--- src/rtl/srx_pkg.sv ---
package srx_pkg;

   typedef enum logic [1:0] {
      SH_ARITH = 2'b00,
      SH_LOGIC = 2'b01,
      SH_ROTX  = 2'b10,
      SH_ROT   = 2'b11
   } sh_kind_e;

   typedef enum logic [1:0] {
      SZ_BYTE = 2'b00,
      SZ_WORD = 2'b01,
      SZ_LONG = 2'b10
   } sz_e;

   typedef enum logic {
      ST_IDLE = 1'b0,
      ST_RUN  = 1'b1
   } eng_state_e;

   // instruction field positions the decoder relies on
   localparam int DIR_BIT      = 8;
   localparam int SIZE_LO      = 6;
   localparam int SRC_BIT      = 5;
   localparam int KIND_LO      = 3;
   localparam int CNT_LO       = 9;
   localparam int MEM_KIND_LO  = 9;

endpackage

--- src/rtl/srx_decode.sv ---
module srx_decode
   import srx_pkg::*;
#(
   parameter int DATA_W   = 32,
   parameter int CNT_W    = 6,
   parameter int IMM_ZERO = 8
) (
   input  logic [15:0]       instr,
   input  logic [DATA_W-1:0] cnt_val,
   output sh_kind_e          kind,
   output logic              left,
   output sz_e               size,
   output logic [CNT_W-1:0]  count
);

   localparam logic [CNT_W-1:0] ONE_CNT  = CNT_W'(1);
   localparam logic [CNT_W-1:0] ZERO_MAP = CNT_W'(IMM_ZERO);

   logic [1:0] sz_code;
   logic       mem_form;
   logic [2:0] imm_field;
   logic       unused_bits;

   assign sz_code   = instr[SIZE_LO +: 2];
   assign mem_form  = (sz_code == 2'b11);
   assign imm_field = instr[CNT_LO +: 3];
   assign left      = instr[DIR_BIT];

   assign unused_bits = ^{instr[15:12], instr[2:0], cnt_val[DATA_W-1:CNT_W]};

   always_comb begin
      if (mem_form) begin
         size  = SZ_WORD;
         kind  = sh_kind_e'(instr[MEM_KIND_LO +: 2]);
         count = ONE_CNT;
      end else begin
         size = sz_e'(sz_code);
         kind = sh_kind_e'(instr[KIND_LO +: 2]);
         if (instr[SRC_BIT]) begin
            count = cnt_val[CNT_W-1:0];
         end else if (imm_field == 3'd0) begin
            count = ZERO_MAP;
         end else begin
            count = CNT_W'(imm_field);
         end
      end
   end

endmodule

--- src/rtl/srx_step.sv ---
module srx_step
   import srx_pkg::*;
#(
   parameter int DATA_W = 32
) (
   input  logic [DATA_W-1:0] val,
   input  sh_kind_e          kind,
   input  logic              left,
   input  sz_e               size,
   input  logic              x,
   input  logic              v,
   output logic [DATA_W-1:0] val_nx,
   output logic              out_bit,
   output logic              x_nx,
   output logic              v_nx
);

   localparam int NLANE = 3;

   logic [DATA_W-1:0] lane_val [NLANE];
   logic [NLANE-1:0]  lane_out;
   logic [NLANE-1:0]  lane_sc;

   for (genvar g = 0; g < NLANE; g++) begin : g_lane
      localparam int W = 8 << g;
      logic [W-1:0] f;
      logic [W-1:0] nf;
      logic         fill;
      logic         o;

      assign f = val[W-1:0];

      always_comb begin
         if (left) begin
            case (kind)
               SH_ROTX: fill = x;
               SH_ROT:  fill = f[W-1];
               default: fill = 1'b0;
            endcase
            nf = {f[W-2:0], fill};
            o  = f[W-1];
         end else begin
            case (kind)
               SH_ARITH: fill = f[W-1];
               SH_LOGIC: fill = 1'b0;
               SH_ROTX:  fill = x;
               default:  fill = f[0];
            endcase
            nf = {fill, f[W-1:1]};
            o  = f[0];
         end
      end

      assign lane_out[g] = o;
      assign lane_sc[g]  = nf[W-1] ^ f[W-1];

      if (W == DATA_W) begin : g_full
         assign lane_val[g] = nf;
      end else begin : g_part
         assign lane_val[g] = {val[DATA_W-1:W], nf};
      end
   end

   logic sc;

   always_comb begin
      case (size)
         SZ_BYTE: begin
            val_nx  = lane_val[0];
            out_bit = lane_out[0];
            sc      = lane_sc[0];
         end
         SZ_WORD: begin
            val_nx  = lane_val[1];
            out_bit = lane_out[1];
            sc      = lane_sc[1];
         end
         default: begin
            val_nx  = lane_val[2];
            out_bit = lane_out[2];
            sc      = lane_sc[2];
         end
      endcase
   end

   assign v_nx = v | ((kind == SH_ARITH) & left & sc);
   assign x_nx = (kind == SH_ROT) ? x : out_bit;

endmodule

--- src/rtl/srx_nz.sv ---
module srx_nz
   import srx_pkg::*;
#(
   parameter int DATA_W = 32
) (
   input  logic [DATA_W-1:0] val,
   input  sz_e               size,
   output logic              neg,
   output logic              zero
);

   always_comb begin
      case (size)
         SZ_BYTE: begin
            neg  = val[7];
            zero = (val[7:0] == 8'd0);
         end
         SZ_WORD: begin
            neg  = val[15];
            zero = (val[15:0] == 16'd0);
         end
         default: begin
            neg  = val[DATA_W-1];
            zero = (val == '0);
         end
      endcase
   end

endmodule

--- src/rtl/shift_rotate_engine.sv ---
module shift_rotate_engine
   import srx_pkg::*;
#(
   parameter int DATA_W   = 32,
   parameter int CNT_W    = 6,
   parameter int IMM_ZERO = 8
) (
   input  logic              clk,
   input  logic              rst_n,
   input  logic              start,
   input  logic [15:0]       instr,
   input  logic [DATA_W-1:0] opnd,
   input  logic [DATA_W-1:0] cnt_val,
   input  logic              x_in,
   output logic              busy,
   output logic              done,
   output logic [DATA_W-1:0] result,
   output logic              x_out,
   output logic              n_out,
   output logic              z_out,
   output logic              v_out,
   output logic              c_out
);

   if (DATA_W != 32) begin : g_bad_width
      $error("shift_rotate_engine: DATA_W must be 32 for byte/word/long sizes");
   end
   if (CNT_W < 4 || CNT_W > DATA_W) begin : g_bad_cnt
      $error("shift_rotate_engine: CNT_W out of range");
   end
   if (IMM_ZERO < 1 || IMM_ZERO >= (1 << CNT_W)) begin : g_bad_imm
      $error("shift_rotate_engine: IMM_ZERO does not fit the count");
   end

   sh_kind_e           dec_kind;
   logic               dec_left;
   sz_e                dec_size;
   logic [CNT_W-1:0]   dec_count;

   srx_decode #(
      .DATA_W   (DATA_W),
      .CNT_W    (CNT_W),
      .IMM_ZERO (IMM_ZERO)
   ) u_dec (
      .instr   (instr),
      .cnt_val (cnt_val),
      .kind    (dec_kind),
      .left    (dec_left),
      .size    (dec_size),
      .count   (dec_count)
   );

   eng_state_e         state_q;
   logic [DATA_W-1:0]  val_q;
   logic [CNT_W-1:0]   cnt_q;
   sh_kind_e           kind_q;
   logic               left_q;
   sz_e                size_q;
   logic               x_q, v_q, c_q, n_q, z_q;
   logic               done_q;

   logic [DATA_W-1:0]  step_val;
   logic               step_out, step_x, step_v;
   logic               fin_n, fin_z;

   srx_step #(.DATA_W(DATA_W)) u_step (
      .val     (val_q),
      .kind    (kind_q),
      .left    (left_q),
      .size    (size_q),
      .x       (x_q),
      .v       (v_q),
      .val_nx  (step_val),
      .out_bit (step_out),
      .x_nx    (step_x),
      .v_nx    (step_v)
   );

   srx_nz #(.DATA_W(DATA_W)) u_nz (
      .val  (val_q),
      .size (size_q),
      .neg  (fin_n),
      .zero (fin_z)
   );

   logic accept;
   assign accept = start && (state_q == ST_IDLE);

   always_ff @(posedge clk or negedge rst_n) begin
      if (!rst_n) begin
         state_q <= ST_IDLE;
         val_q   <= '0;
         cnt_q   <= '0;
         kind_q  <= SH_ARITH;
         left_q  <= 1'b0;
         size_q  <= SZ_BYTE;
         x_q     <= 1'b0;
         v_q     <= 1'b0;
         c_q     <= 1'b0;
         n_q     <= 1'b0;
         z_q     <= 1'b0;
         done_q  <= 1'b0;
      end else begin
         done_q <= 1'b0;
         if (accept) begin
            state_q <= ST_RUN;
            val_q   <= opnd;
            cnt_q   <= dec_count;
            kind_q  <= dec_kind;
            left_q  <= dec_left;
            size_q  <= dec_size;
            x_q     <= x_in;
            v_q     <= 1'b0;
            c_q     <= (dec_kind == SH_ROTX) ? x_in : 1'b0;
         end else if (state_q == ST_RUN) begin
            if (cnt_q != '0) begin
               val_q <= step_val;
               x_q   <= step_x;
               v_q   <= step_v;
               c_q   <= step_out;
               cnt_q <= cnt_q - 1'b1;
            end else begin
               state_q <= ST_IDLE;
               n_q     <= fin_n;
               z_q     <= fin_z;
               done_q  <= 1'b1;
            end
         end
      end
   end

   assign busy   = (state_q == ST_RUN);
   assign done   = done_q;
   assign result = val_q;
   assign x_out  = x_q;
   assign n_out  = n_q;
   assign z_out  = z_q;
   assign v_out  = v_q;
   assign c_out  = c_q;

endmodule

--- config.mk ---
export PLATFORM = sky130hd
export DESIGN_NAME = shift_rotate_engine
export DESIGN_NICKNAME = d
export VERILOG_FILES = /design/src/rtl/srx_pkg.sv /design/src/rtl/srx_decode.sv /design/src/rtl/srx_step.sv /design/src/rtl/srx_nz.sv /design/src/rtl/shift_rotate_engine.sv
export SDC_FILE = /design/constraint.sdc
export NUM_CORES = 1
export LEC_CHECK = 0
export CORE_ASPECT_RATIO = 1.5
export CORE_UTILIZATION = 44
export CTS_CLUSTER_DIAMETER = 80
export CTS_CLUSTER_SIZE = 14
export DETAILED_ROUTE_END_ITERATION = 16
export MAX_ROUTING_LAYER = met4
export PLACE_DENSITY = 0.82
export SKIP_LAST_GASP = 1
export SLEW_MARGIN = 20
export SYNTH_ARGS = -nofsm -noshare
export SYNTH_HDL_FRONTEND = slang
export SYNTH_SLANG_ARGS = --single-unit
export TNS_END_PERCENT = 50
--- constraint.sdc ---
create_clock -name clk -period 2.4 [get_ports clk]
set_clock_uncertainty 0.05 [all_clocks]
set_input_delay 0.36 -clock clk [delete_from_list [all_inputs] [get_ports clk]]
set_output_delay 0.36 -clock clk [all_outputs]
set_load 0.005 [all_outputs]
==> flow_metrics.tcl <==
set metrics [dict create \
    vias 2931 \
    grt_max_degree 51 \
    rsz0062_at_grt "no" \
    gr-total-overflow 0 \
    io_pins 123 \
    initial_utilization_pct 45.99 \
    synthTopCellsByArea "dfrtp_1 (41%), mux2_2 (6.3%), mux2i_1 (6.3%), a21oi_1 (4.3%), a22oi_1 (4.0%)" \
    cp.arrival_ns 2.28 \
    fin_crit_ns 2.106 \
    dp.final_hpwl_um 6248 \
    timing.setup.tns_ns 0 \
    r2r-start "cnt_q[0]$_DFFE_PN0P_" \
    grt_use_total_pct 25.56 \
    dieArea_um2 7215 \
    use_met2_pct 43.55 \
    wl_um 8632 \
    grt_first_pass_wirelength_um 14650 \
    htree_levels 2 \
    finalCritPeriodShare_pct 87.77 \
    synth.avg_cell_area_um2 9.109 \
    max_freq_mhz 474.8 \
    use_met1_pct 31.17 \
    die_w_um 69.69 \
    synth_top_area_share_pct 41.37 \
    gp_congestion 0.8963 \
    root_buffer "clkbuf_8" \
    syn_nets 417 \
    synth.yosys.seq_area_share_pct 41.37 \
    cp_max_fo 15 \
    port_buffers 89 \
    worst-setup-path-type "reg2reg" \
    core_region_area_um2 6576 \
    rows 36 \
    drc 0 \
    cp-start-kind "register" \
    status "complete, no violations" \
    end_kind "register" \
    cts_buffers 5 \
    tightest_slew_ns 0.9421 \
    syn-cell-area_um2 3024 \
    synthArstFlopShare_pct 100.0 \
    ant_nets 0 \
    synth_edf_count 0 \
    cts_resized 0 \
    drv_cap 0 \
    insertedDiodeCount 0 \
    antenna_found_initial 0 \
    die_y_um 103.5 \
    postCtsSetupBuffers 0 \
    cts_buffer_depth 2 \
    startpoint "cnt_q[0]$_DFFE_PN0P_" \
    critPathRequiredTime_ns 2.58 \
    worst_hold_slack_ns 0.08937 \
    yosysUniqueCellTypes 53 \
    vdd_drop_max_v 0.0007792 \
    hold_path_class "in2async" \
    drt_pass1_iterations 4 \
    leakage_uw 0.001658 \
    drt-wirelength-per-cell_um 17.51 \
    ctsHoldBuffers 0 \
    numClockSinks 50 \
    cts_tree "yes" \
    drive_gt1_share_pct 11.27 \
    drv_slew 0 \
    r2r_setup_slack_ns 0.29 \
    clk_latency_ns 0.31 \
    power.total_uw 5532 \
    maxSlewHeadroom_pct 37.16 \
    fin_nets 501 \
    drtIter0Drc 169 \
    met3_usage_pct 4.183 \
    power.density_nw_per_um2 1339 \
    viasPerCell 5.945 \
    finalHoldViolCount 0 \
    clk_pin_slew_ns 0.10 \
    areaGrowthSynthToFinish_pct 36.57 \
    ys.flop_type "dfrtp_1" \
    ys_warn_count 0 \
    yosysTopAreaCell "dfrtp_1" \
    grt_pass1_vias 2994 \
    synth_seq_cells 50 \
    top_usage_layer "met2" \
    syn_inst 332 \
    setup_violations 0 \
]
[worst max-delay path: stages (launching register included)]
cell      delay [ns]
dfrtp_1         0.42
inv_1           0.11
ha_1            0.25
nor4b_1         0.33
buf_4           0.19
a211o_1         0.42
nand3_1         0.13
o211ai_1        0.11
[cells in the mapped netlist, types with 2 or more instances]
cell	number
dfrtp_1	50
nor2_1	30
nand2_1	28
a21oi_1	26
o21ai_0	20
mux2i_1	19
mux2_2	17
a22oi_1	16
clkbuf_1	14
inv_1	12
nand3_1	11
nor4_1	10
o211ai_1	9
buf_2	5
a211o_1	4
a31oi_1	4
buf_1	4
nand2b_1	4
a211oi_1	3
o311ai_0	3
a21o_1	2
a221o_1	2
a22o_1	2
a32oi_1	2
nand4_1	2
nor3_1	2
o2111ai_1	2
o21a_1	2
o22ai_1	2
xnor2_1	2
[flip-flops by register name, summed over array words and instances, names as in the netlist]
register and flops:
z_out 1, cnt_q 6, left_q 1, n_out 1, busy 1, size_q 2, x_out 1, v_out 1
kind_q 2, c_out 1, result 32, done 1
[power by group]
part / total (uW) / internal (uW) / switching, uW / leakage, uW
Sequential: 1910 / 1270 / 637 / 0.000612
Clock: 537 / 233 / 304 / 0.0000472
Combinational: 3090 / 1690 / 1400 / 0.000999
Total: 5530 / 3190 / 2340 / 0.00166
[kinds of logic after synthesis]
logic type	share of synthesized area, %
AOI/OAI and AO/OA	24.16
xor gates and xnor gates	0.8690
adders and majority gates	0.4137
buffers and inverters	4.923
DFF	41.37
muxes	12.62
and+or+nand+nor	15.64
[path summary, 6_finish.rpt]
path,to,cells past startpoint
min in group clk,z_out$_DFFE_PN0P_,1
hold reg to reg,z_out$_DFFE_PN0P_,1
hold / removal,result[3]$_DFFE_PN0P_,2
setup / recovery,result[9]$_DFFE_PN0P_,7
setup reg to reg,result[9]$_DFFE_PN0P_,7
max in group asynchronous,result[12]$_DFFE_PN0P_,2
[per-layer routing]
metal | part of all wire (%) | wire [um]
met3 | 4.9 | 424
met4 | 2.1 | 182
met1 | 41 | 3527
met5 | 0 | 0
met2 | 52 | 4497
[cells in the final DEF, fill, tap and decap left out, drive strengths merged, types with 3 or more instances in the layout]
cell / n
a211o: 4
a211oi: 3
a21oi: 26
a22oi: 16
a31oi: 4
buf: 13
clkbuf: 6
clkdlybuf4s50: 88
dfrtp: 50
inv: 13
mux2: 17
mux2i: 19
nand2: 28
nand2b: 4
nand3: 11
nor2: 30
nor4: 10
o211ai: 9
o21ai: 20
o311ai: 3
[stage by stage]
stage                     setup WS (ns)  instance area [um2]  std cells  utilization (%)
final                            0.2936                 4130        493            62.80
after global routing             0.1068                 4130        493            62.80
after CTS                        0.3127                 4130        493            62.80
after detailed placement         0.1078                 4035        485            61.36
after global placement           0.1189                 4035        485            61.36
after floorplan                  0.4766                 3024        332                -
[area by class of cell]
class	instances	area [um2]
flip-flops and latches	50	1251
fillers	568	2446
inverters	13	48.80
clock buffers	6	82.58
multi-input cells	245	1639
clock inverters	2	12.51
well taps	76	95.09
repair buffers	101	1001
(Power assumes the default switching activity.)
